--- config.mk ---
export PLATFORM = sky130hd
export DESIGN_NAME = rwp_guard
export DESIGN_NICKNAME = d
export VERILOG_FILES = /design/src/rtl/rwp_pkg.sv /design/src/rtl/rwp_decode.sv /design/src/rtl/rwp_reg_bank.sv /design/src/rtl/rwp_lock_bank.sv /design/src/rtl/rwp_guard.sv
export SDC_FILE = /design/constraint.sdc
export NUM_CORES = 2
export LEC_CHECK = 0
export BUFFER_PORTS_ARGS = -buffer_cell sky130_fd_sc_hd__buf_4
export CORE_MARGIN = 8
export CORE_UTILIZATION = 43
export CTS_CLUSTER_DIAMETER = 120
export DETAILED_ROUTE_END_ITERATION = 16
export PLACE_DENSITY = 0.7
export SKIP_LAST_GASP = 1
export SYNTH_ARGS = -nofsm -noshare
export SYNTH_HDL_FRONTEND = slang
export SYNTH_SLANG_ARGS = --single-unit
--- constraint.sdc ---
create_clock -name clk -period 5.2 [get_ports clk]
set_clock_uncertainty 0.2 [all_clocks]
set_input_delay 0.26 -clock clk [delete_from_list [all_inputs] [get_ports clk]]
set_output_delay 0.26 -clock clk [all_outputs]
set_load 0.03 [all_outputs]
--- src/rtl/rwp_pkg.sv ---
package rwp_pkg;
  typedef enum logic [2:0] {
    RG_NONE   = 3'd0,
    RG_DATA   = 3'd1,
    RG_MIRROR = 3'd2,
    RG_LOCK   = 3'd3,
    RG_CTRL   = 3'd4
  } region_e;

  localparam int FREEZE_BIT = 31;
  localparam int PERMIT_BIT = 23;
  localparam int LANES      = 4;
endpackage

--- src/rtl/rwp_decode.sv ---
module rwp_decode
  import rwp_pkg::*;
#(
  parameter int ADDR_W     = 14,
  parameter int N_WORDS    = 16,
  parameter int MIRROR_OFS = 'h400,
  parameter int LOCK_OFS   = 'h800,
  parameter int CTRL_OFS   = 'h900,
  localparam int IDX_W     = $clog2(N_WORDS)
) (
  input  logic [ADDR_W-1:0] addr,
  output region_e           region,
  output logic [IDX_W-1:0]  idx
);
  localparam logic [31:0] SPAN = 32'(N_WORDS * 4);
  logic [31:0] a;

  always_comb begin
    a      = 32'(addr);
    region = RG_NONE;
    idx    = '0;
    if (a < SPAN) begin
      region = RG_DATA;
      idx    = IDX_W'(a >> 2);
    end else if (a >= 32'(MIRROR_OFS) && a < 32'(MIRROR_OFS) + SPAN) begin
      region = RG_MIRROR;
      idx    = IDX_W'((a - 32'(MIRROR_OFS)) >> 2);
    end else if (a >= 32'(LOCK_OFS) && a < 32'(LOCK_OFS) + 32'(N_WORDS)) begin
      region = RG_LOCK;
      idx    = IDX_W'((a - 32'(LOCK_OFS)) >> 2);
    end else if ((a >> 2) == (32'(CTRL_OFS) >> 2)) begin
      region = RG_CTRL;
    end
  end
endmodule

--- src/rtl/rwp_reg_bank.sv ---
module rwp_reg_bank #(
  parameter int N_WORDS = 16,
  localparam int IDX_W  = $clog2(N_WORDS)
) (
  input  logic                   clk,
  input  logic                   rst_n,
  input  logic                   we,
  input  logic [IDX_W-1:0]       idx,
  input  logic [31:0]            wdata,
  input  logic [3:0]             lane_we,
  output logic [N_WORDS*32-1:0]  regs_flat,
  output logic [31:0]            rdata
);
  for (genvar w = 0; w < N_WORDS; w++) begin : g_word
    logic [31:0] q;
    for (genvar b = 0; b < 4; b++) begin : g_lane
      always_ff @(posedge clk) begin
        if (!rst_n)
          q[b*8 +: 8] <= '0;
        else if (we && lane_we[b] && idx == IDX_W'(w))
          q[b*8 +: 8] <= wdata[b*8 +: 8];
      end
    end
    assign regs_flat[w*32 +: 32] = q;
  end

  assign rdata = regs_flat[int'(idx)*32 +: 32];
endmodule

--- src/rtl/rwp_lock_bank.sv ---
module rwp_lock_bank #(
  parameter int N_WORDS = 16,
  localparam int IDX_W  = $clog2(N_WORDS),
  localparam int LIDX_W = (N_WORDS / 4 > 1) ? $clog2(N_WORDS / 4) : 1
) (
  input  logic                  clk,
  input  logic                  rst_n,
  input  logic                  lw_en,
  input  logic [LIDX_W-1:0]     lw_idx,
  input  logic [31:0]           wdata,
  input  logic [3:0]            strb,
  input  logic                  ms_en,
  input  logic [IDX_W-1:0]      ms_idx,
  input  logic [3:0]            ms_lanes,
  output logic [N_WORDS*4-1:0]  lock_flat,
  output logic [31:0]           lw_rdata
);
  logic [N_WORDS*4-1:0] lock_nxt;

  // Lock byte of word n lives in lane (n mod 4) xor 3 of lock word n/4.
  always_comb begin
    lock_nxt = lock_flat;
    for (int n = 0; n < N_WORDS; n++) begin
      if (lw_en && int'(lw_idx) == n / 4 && strb[(n % 4) ^ 3]) begin
        for (int i = 0; i < 4; i++) begin
          if (wdata[((n % 4) ^ 3) * 8 + 4 + i])
            lock_nxt[n*4 + i] = wdata[((n % 4) ^ 3) * 8 + i];
        end
      end
      if (ms_en && int'(ms_idx) == n)
        lock_nxt[n*4 +: 4] = lock_nxt[n*4 +: 4] | ms_lanes;
    end
  end

  always_ff @(posedge clk) begin
    if (!rst_n) lock_flat <= '0;
    else        lock_flat <= lock_nxt;
  end

  for (genvar b = 0; b < 4; b++) begin : g_rd
    assign lw_rdata[b*8 +: 8] = {4'b0000, lock_flat[(int'(lw_idx)*4 + (b ^ 3))*4 +: 4]};
  end
endmodule

--- src/rtl/rwp_guard.sv ---
module rwp_guard
  import rwp_pkg::*;
#(
  parameter int ADDR_W     = 14,
  parameter int N_WORDS    = 16,
  parameter int MIRROR_OFS = 'h400,
  parameter int LOCK_OFS   = 'h800,
  parameter int CTRL_OFS   = 'h900
) (
  input  logic                   clk,
  input  logic                   rst_n,
  input  logic                   req_valid,
  input  logic                   req_write,
  input  logic                   req_priv,
  input  logic [ADDR_W-1:0]      req_addr,
  input  logic [31:0]            req_wdata,
  input  logic [3:0]             req_strb,
  output logic                   rsp_valid,
  output logic                   rsp_err,
  output logic [31:0]            rsp_rdata,
  output logic [N_WORDS*32-1:0]  periph_regs
);
  localparam int IDX_W  = $clog2(N_WORDS);
  localparam int LIDX_W = (N_WORDS / 4 > 1) ? $clog2(N_WORDS / 4) : 1;

  region_e             region;
  logic [IDX_W-1:0]    idx;
  logic [N_WORDS*4-1:0] lock_flat;
  logic [31:0]         reg_rdata, lw_rdata, ctrl_word;
  logic                hard_lock_q, uaa_q;
  logic                user_ok, wr, is_word;
  logic [3:0]          cur_lock, lane_we, blocked;
  logic                err_d;
  logic [31:0]         rdata_d;

  rwp_decode #(.ADDR_W(ADDR_W), .N_WORDS(N_WORDS), .MIRROR_OFS(MIRROR_OFS),
               .LOCK_OFS(LOCK_OFS), .CTRL_OFS(CTRL_OFS)) u_dec (
    .addr(req_addr), .region(region), .idx(idx));

  assign user_ok  = req_priv | uaa_q;
  assign wr       = req_valid & user_ok & req_write;
  assign is_word  = (region == RG_DATA) || (region == RG_MIRROR);
  assign cur_lock = lock_flat[int'(idx)*4 +: 4];
  assign blocked  = req_strb & cur_lock;
  assign lane_we  = req_strb & ~cur_lock;

  rwp_reg_bank #(.N_WORDS(N_WORDS)) u_regs (
    .clk(clk), .rst_n(rst_n), .we(wr & is_word), .idx(idx),
    .wdata(req_wdata), .lane_we(lane_we), .regs_flat(periph_regs),
    .rdata(reg_rdata));

  rwp_lock_bank #(.N_WORDS(N_WORDS)) u_locks (
    .clk(clk), .rst_n(rst_n),
    .lw_en(wr & (region == RG_LOCK) & ~hard_lock_q),
    .lw_idx(LIDX_W'(idx)), .wdata(req_wdata), .strb(req_strb),
    .ms_en(wr & (region == RG_MIRROR)), .ms_idx(idx), .ms_lanes(lane_we),
    .lock_flat(lock_flat), .lw_rdata(lw_rdata));

  // Control word: sticky freeze bit, read/write user-permit bit.
  always_ff @(posedge clk) begin
    if (!rst_n) begin
      hard_lock_q <= 1'b0;
      uaa_q       <= 1'b0;
    end else if (wr && region == RG_CTRL && !hard_lock_q) begin
      if (req_strb[3] && req_wdata[FREEZE_BIT]) hard_lock_q <= 1'b1;
      if (req_strb[2]) uaa_q <= req_wdata[PERMIT_BIT];
    end
  end

  always_comb begin
    ctrl_word             = '0;
    ctrl_word[FREEZE_BIT] = hard_lock_q;
    ctrl_word[PERMIT_BIT] = uaa_q;
  end

  always_comb begin
    err_d   = 1'b0;
    rdata_d = '0;
    if (req_valid) begin
      if (region == RG_NONE || !user_ok) begin
        err_d = 1'b1;
      end else if (req_write) begin
        if (is_word) err_d = |blocked;
        else         err_d = hard_lock_q;
      end else begin
        unique case (region)
          RG_DATA, RG_MIRROR: rdata_d = reg_rdata;
          RG_LOCK:            rdata_d = lw_rdata;
          RG_CTRL:            rdata_d = ctrl_word;
          default:            rdata_d = '0;
        endcase
      end
    end
  end

  always_ff @(posedge clk) begin
    if (!rst_n) begin
      rsp_valid <= 1'b0;
      rsp_err   <= 1'b0;
      rsp_rdata <= '0;
    end else begin
      rsp_valid <= req_valid;
      rsp_err   <= err_d;
      rsp_rdata <= rdata_d;
    end
  end
endmodule

======== Word level (Yosys, flattened, before mapping) ========
Cells that the tools add are included.
storage, ports and cells
  word-level logic and storage cells ...... 383
  flip-flop bits (word level) ............. 612
  input bits .............................. 55
  output and inout port bits .............. 546
cells by class
  multiplexer cells ....................... 107
  reduce and logical (&&, ||, !) cells .... 123
  order comparisons ....................... 5
  eq/ne operators ......................... 38
  bitwise gates (word level) .............. 29
  $add $sub $neg .......................... 5
  shifts and indexed selects .............. 6
operators by type and width
  cell                                                                                    count
  512-bit by 10-bit variable part select with 32-bit output                               1
  64-bit by 32-bit variable part select with 4-bit output                                 3
  4-bit 2-to-1 mux                                                                        35
  64-bit by 7-bit variable part select with 4-bit output                                  2
  1-bit logical AND                                                                       109
  32-bit one-hot mux with 3 select lines                                                  1
  1-bit 2-to-1 mux                                                                        67
  4-bit == test (second input constant)                                                   16
  4-bit OR                                                                                16
  4-bit by 3-bit == test with 1-bit output (second input constant)                        8
  4-bit by 2-bit == test with 1-bit output (second input constant)                        4
  14-bit by 11-bit greater-or-equal comparator with 1-bit output (second input constant)  1
  14-bit by 12-bit greater-or-equal comparator with 1-bit output (second input constant)  1
  14-bit by 11-bit < comparator with 1-bit output (second input constant)                 1
  14-bit by 12-bit < comparator with 1-bit output (second input constant)                 1
  14-bit by 7-bit < comparator with 1-bit output (second input constant)                  1
  12-bit by 10-bit == test with 1-bit output (second input constant)                      1
  3-bit 2-to-1 mux                                                                        4
  6-bit by 1-bit subtractor with 6-bit output (second input constant)                     2
  4-bit by 2-bit adder with 5-bit output (second input constant)                          2
  4-bit AND                                                                               2
  4-bit by 1-bit == test with 1-bit output (second input constant)                        2
  4-bit zero test                                                                         2
  4-bit OR reduction                                                                      2
  other kinds (16)                                                                        29

======== Logic depth before layout (Yosys ltp) ========
  depth in word-level cells ............... 13
  gate-level depth with buffers ........... 13
  mapped depth without buffers ............ 7

======== Modules after synthesis ========
A second synthesis with hierarchy kept.
second synthesis, totals
  cells, all modules ...................... 3326
  area, all modules ....................... 30940.9 um^2
by module, submodules not included
  module         sequential area each (um^2)  cells each  instances  area each (um^2)
  rwp_reg_bank   10249.8                      2716        1          25055.3
  rwp_lock_bank  1281.2                       391         1          3788.6
  rwp_guard      720.7                        200         1          1938.1
  rwp_decode     0.0                          19          1          158.9

======== Worst setup path after synthesis ========
No wires, ideal clock.
  path kind ............................... input to register
  from .................................... in req_addr[12]
  to ...................................... reg u_locks.lock_flat[47]
  data required time ...................... 4.881 ns
  setup time .............................. 0.119 ns
  arrival time ............................ 2.824 ns
  path slack .............................. 2.057 ns
  path buffers ............................ 5
  cell stages on the path ................. 12
  cells stage by stage .................... or4_1 buf_2 or4_1 or2_0 buf_2 o22ai_1 buf_6 buf_6 nor3_2 buf_2 nand4_1 a21boi_1
between the ends
  longest elaborated chain between the ends .. 13
  elaborated cells on any way between the ends .. 31
  classes of those cells .................. order compare: 5; eq/ne: 5; shift: 1; mux: 9; bitwise: 6; reduce/logical: 5
RTL lines
  item                                                                                                                     RTL line             source
  from (decl)                                                                                                              rwp_guard.sv:15      input logic [ADDR_W-1:0] req_addr,
  parallel branches: the longest is 12 deep, another holds 14-bit by 12-bit greater-or-equal comparator with 1-bit output  n/a
  4-bit 2-to-1 mux *                                                                                                       rwp_lock_bank.sv:30  if (ms_en && int'(ms_idx) == n)
  to (signal assigned)                                                                                                     rwp_lock_bank.sv:37  else lock_flat <= lock_nxt;
  to (decl)                                                                                                                rwp_lock_bank.sv:15  output logic [N_WORDS*4-1:0] lock_flat,
Mark *: on every way between the ends.
A chain may end at the register's enable or synchronous reset.

======== Worst setup path after layout ========
  from .................................... in req_addr[12]
  to ...................................... reg u_regs.g_word[1].q[31], in the netlist u_regs.regs_flat[63]
between the ends
  longest elaborated chain between the ends .. 10
  elaborated cells on any way between the ends .. 25
  classes of those cells .................. order compare: 5; eq/ne: 4; shift: 1; mux: 7; bitwise: 3; reduce/logical: 5
RTL lines
  item                                                                                    RTL line                            source
  14-bit by 12-bit greater-or-equal comparator with 1-bit output (tied with other cells)  rwp_decode.sv:28                    end else if (a >= 32'(LOCK_OFS) && a < 32'(LOCK_OFS) + 32'(N_WORDS)) begin
  1-bit logical AND / 3-bit 2-to-1 mux (equally long branches)                            rwp_decode.sv:28, rwp_decode.sv:31
  4-bit 2-to-1 mux / 3-bit 2-to-1 mux (equally long branches)                             rwp_decode.sv:28
  4-bit 2-to-1 mux / 3-bit 2-to-1 mux (equally long branches)                             rwp_decode.sv:25                    end else if (a >= 32'(MIRROR_OFS) && a < 32'(MIRROR_OFS) + SPAN) begin
  4-bit 2-to-1 mux / 3-bit 2-to-1 mux (equally long branches)                             rwp_decode.sv:22                    if (a < SPAN) begin
  64-bit by 7-bit variable part select with 4-bit output (tied with other cells)          rwp_guard.sv:43                     assign cur_lock = lock_flat[int'(idx)*4 +: 4];
  4-bit NOT / 1-bit logical OR (equally long branches)                                    rwp_guard.sv:45, rwp_guard.sv:42
  4-bit AND / 1-bit AND (equally long branches)                                           rwp_guard.sv:45, rwp_guard.sv:48
  1-bit logical AND                                                                       rwp_reg_bank.sv:20                  else if (we && lane_we[b] && idx == IDX_W'(w))
  1-bit logical AND *                                                                     rwp_reg_bank.sv:20
  to (signal, indexed assignment)                                                         rwp_reg_bank.sv:21                  q[b*8 +: 8] <= wdata[b*8 +: 8];
  to (decl)                                                                               rwp_reg_bank.sv:15                  logic [31:0] q;
Every way passes the cells marked *; elsewhere a longest branch is shown, timed or not.

==> metrics.cfg <==
[power_and_ir_drop]
seq_power_share=0.447
swShare=0.237
max-vdd-ir-drop_uv=246
leakage_nw=14.6
finalPower_mw=10.5
p_per_area_nw_per_um2=277
internal_power_mw=8.00
clock_power_share=0.507
p_switching_mw=2.48
p_comb_frac=0.046

[place]
post-place-cells=4298
dpl_cell_area_sq_um=34900
place_congestion=0.954
numPortBuffers=598
post-dp-hpwl_um=87600

[synthesis]
synthAdderAreaFrac=0
synth_fp_nets=3070
ys_seq_area_frac=0.413
synthFlopType=dfxtp_1
synth-compound-area-share=0.113
synth_xor_area_frac=0
syn_area_sq_um=29600
synth_simple_gate_area_share=0.211
synth_top_family_by_area=multiplexers
ys.warnings.count=0
synthMuxAreaShare=0.223
synth_seq_cells=612
synth_cells=3015
ys_async_sr_fraction=0
avgSynthCellArea_sq_um=9.83
netlist-cell-type-count=67
synth_edf_count=0

[timing]
rsz0062_at_grt=false
tightest_slew_ns=1.33
slew_viol_final=0
setup_viol=0
max-slew-margin-rel=0.105
min_period_over_period=0.834
fmax_mhz=230
period_needed_ns=4.34
timing.setup.tns_ns=0
finalHoldViolations=0

[global_routing]
antenna_found_initial=2
grt_pass1_vias=25400
grt_pass1_wl_um=182000
grt_max_degree=280
grt_usage=0.311
overflow=0

[clock_network]
clk_pin_slew_worst_paths_ns=0.06
numCtsBuffers=71
post_cts_buffers=0
cts-htree-levels=3
clockBufferDepth=3
cts-root-buf=clkbuf_16
cts_tree=yes
cts_sinks=612
clk_latency_ns=0.64

[finish]
final_nets=3585
stdcell_area_sq_um=37800
drive_gt1_frac=0.252
final_common_cell=buf_4
final_cell_mix=buf_4, mux2i_1, dfxtp_1
stdcell_count=4472
syn_to_final_growth_pct=27.6

[floorplan]
die_h_um=279
rows=96
start_util=0.433
die_area_sq_um=77600
die_x_um=279
coreArea_sq_um=68500
ios=601

[detailed_routing]
dr.pass1.iters=6
via_per_inst=5.95
ant_nets=0
drt_wl_total_um=128000
drt-initial-drc-count=2913
drc=0
wl_per_cell_um=28.7
vias=26600

[setup_path]
end_kind=flop
critPathLaunchType=input pin
required_ns=5.51
worstPathMaxFanout=10
critPathArrivalTime_ns=4.65
worstSetupPathType=in -> reg
rrSetupSlack_ns=1.57

[min_path]
worstHoldPathType=in -> reg

[outcome]
status=complete, no violations

[run]
cap_violations=0

==> power by group through the flow <==
stage | Combinational, mW | Sequential (mW) | Clock, mW
global placement | 0.444 | 4.79 | 0
global route | 0.495 | 4.69 | 5.54
finish | 0.484 | 4.69 | 5.32
floorplan | 0.287 | 4.80 | 0
detailed placement | 0.444 | 4.79 | 0
CTS | 0.471 | 4.69 | 5.36
==> sequential cells by signal (all words and copies together), names as in the netlist <==
name / count
hard_lock_q: 1
rsp_err: 1
rsp_rdata: 32
rsp_valid: 1
u_locks.lock_flat: 64
u_regs.regs_flat: 512
uaa_q: 1
==> cells in the mapped netlist (all sizes together), types with 25 or more instances <==
cell type	n	area (sq um)
nor4	46	916
a222oi	25	250
clkbuf	207	780
o221ai	121	1060
nand2	224	853
a22oi	26	195
nor3	26	168
dfxtp	612	12300
mux2i	634	6350
nand3	97	485
a21boi	92	691
nor2b	479	3000
buf	81	379
nor2	74	294
o22ai	38	258
==> cell families after synthesis <==
family,Yosys count
AND/OR/NAND/NOR,1030
AO/OA/AOI/OAI,424
multiplexers,653
buffers and inverters,296
flip-flops,612
==> worst paths after layout <==
check                              from                     to  cells past startpoint
hold reg to reg   u_regs.regs_flat[465]  u_regs.regs_flat[465]                      2
setup / recovery           req_addr[12]   u_regs.regs_flat[63]                     11
hold / removal             req_addr[11]                rsp_err                      4
setup reg to reg                  uaa_q  u_regs.regs_flat[370]                      8
==> cell type report <==
cell class | instances | area [sq um]
Inverter | 8 | 30.0
Sequential cell | 612 | 12300
Clock inverter | 29 | 448
Fill cell | 6256 | 30700
Tap cell | 882 | 1100
Timing Repair Buffer | 730 | 5640
Antenna cell | 4 | 10.0
Multi-Input combinational cell | 2107 | 16300
Clock buffer | 100 | 2030
==> layer usage <==
metal | global-route usage | share of wire
met2 | 0.486 | 0.45
met3 | 0.0879 | 0.096
met4 | 0.148 | 0.053
met1 | 0.393 | 0.40
met5 | 0 | 0.00018
==> through the flow <==
step / utilization / worst slack, ns / hold WS (ns)
floorplan: - / 2.06 / 0.182
global placement: 0.510 / 0.946 / 0.275
detailed placement: 0.510 / 0.893 / 0.278
CTS: 0.552 / 1.02 / 0.00209
global route: 0.552 / 0.718 / 0.0772
finish: 0.552 / 0.861 / 0.0384
==> critical path, stage by stage <==
cell and delay, ns:
buf_4 0.12, or4_1 0.74, nor3_1 0.68, nand3_1 0.64
o22ai_4 0.73, buf_4 0.39, nor4_4 0.07, buf_4 0.24
mux2i_1 0.16, nor2b_1 0.06, dlygate4sd3_1 0.54
==> repair_timing <==
item	4_1_cts	5_1_grt
resized for setup	0	0
endpoints found under the hold margin	577	0
hold buffers	41	0
setup endpoints to repair	0	0
No activity file was read; power rests on OpenSTA's default activity.
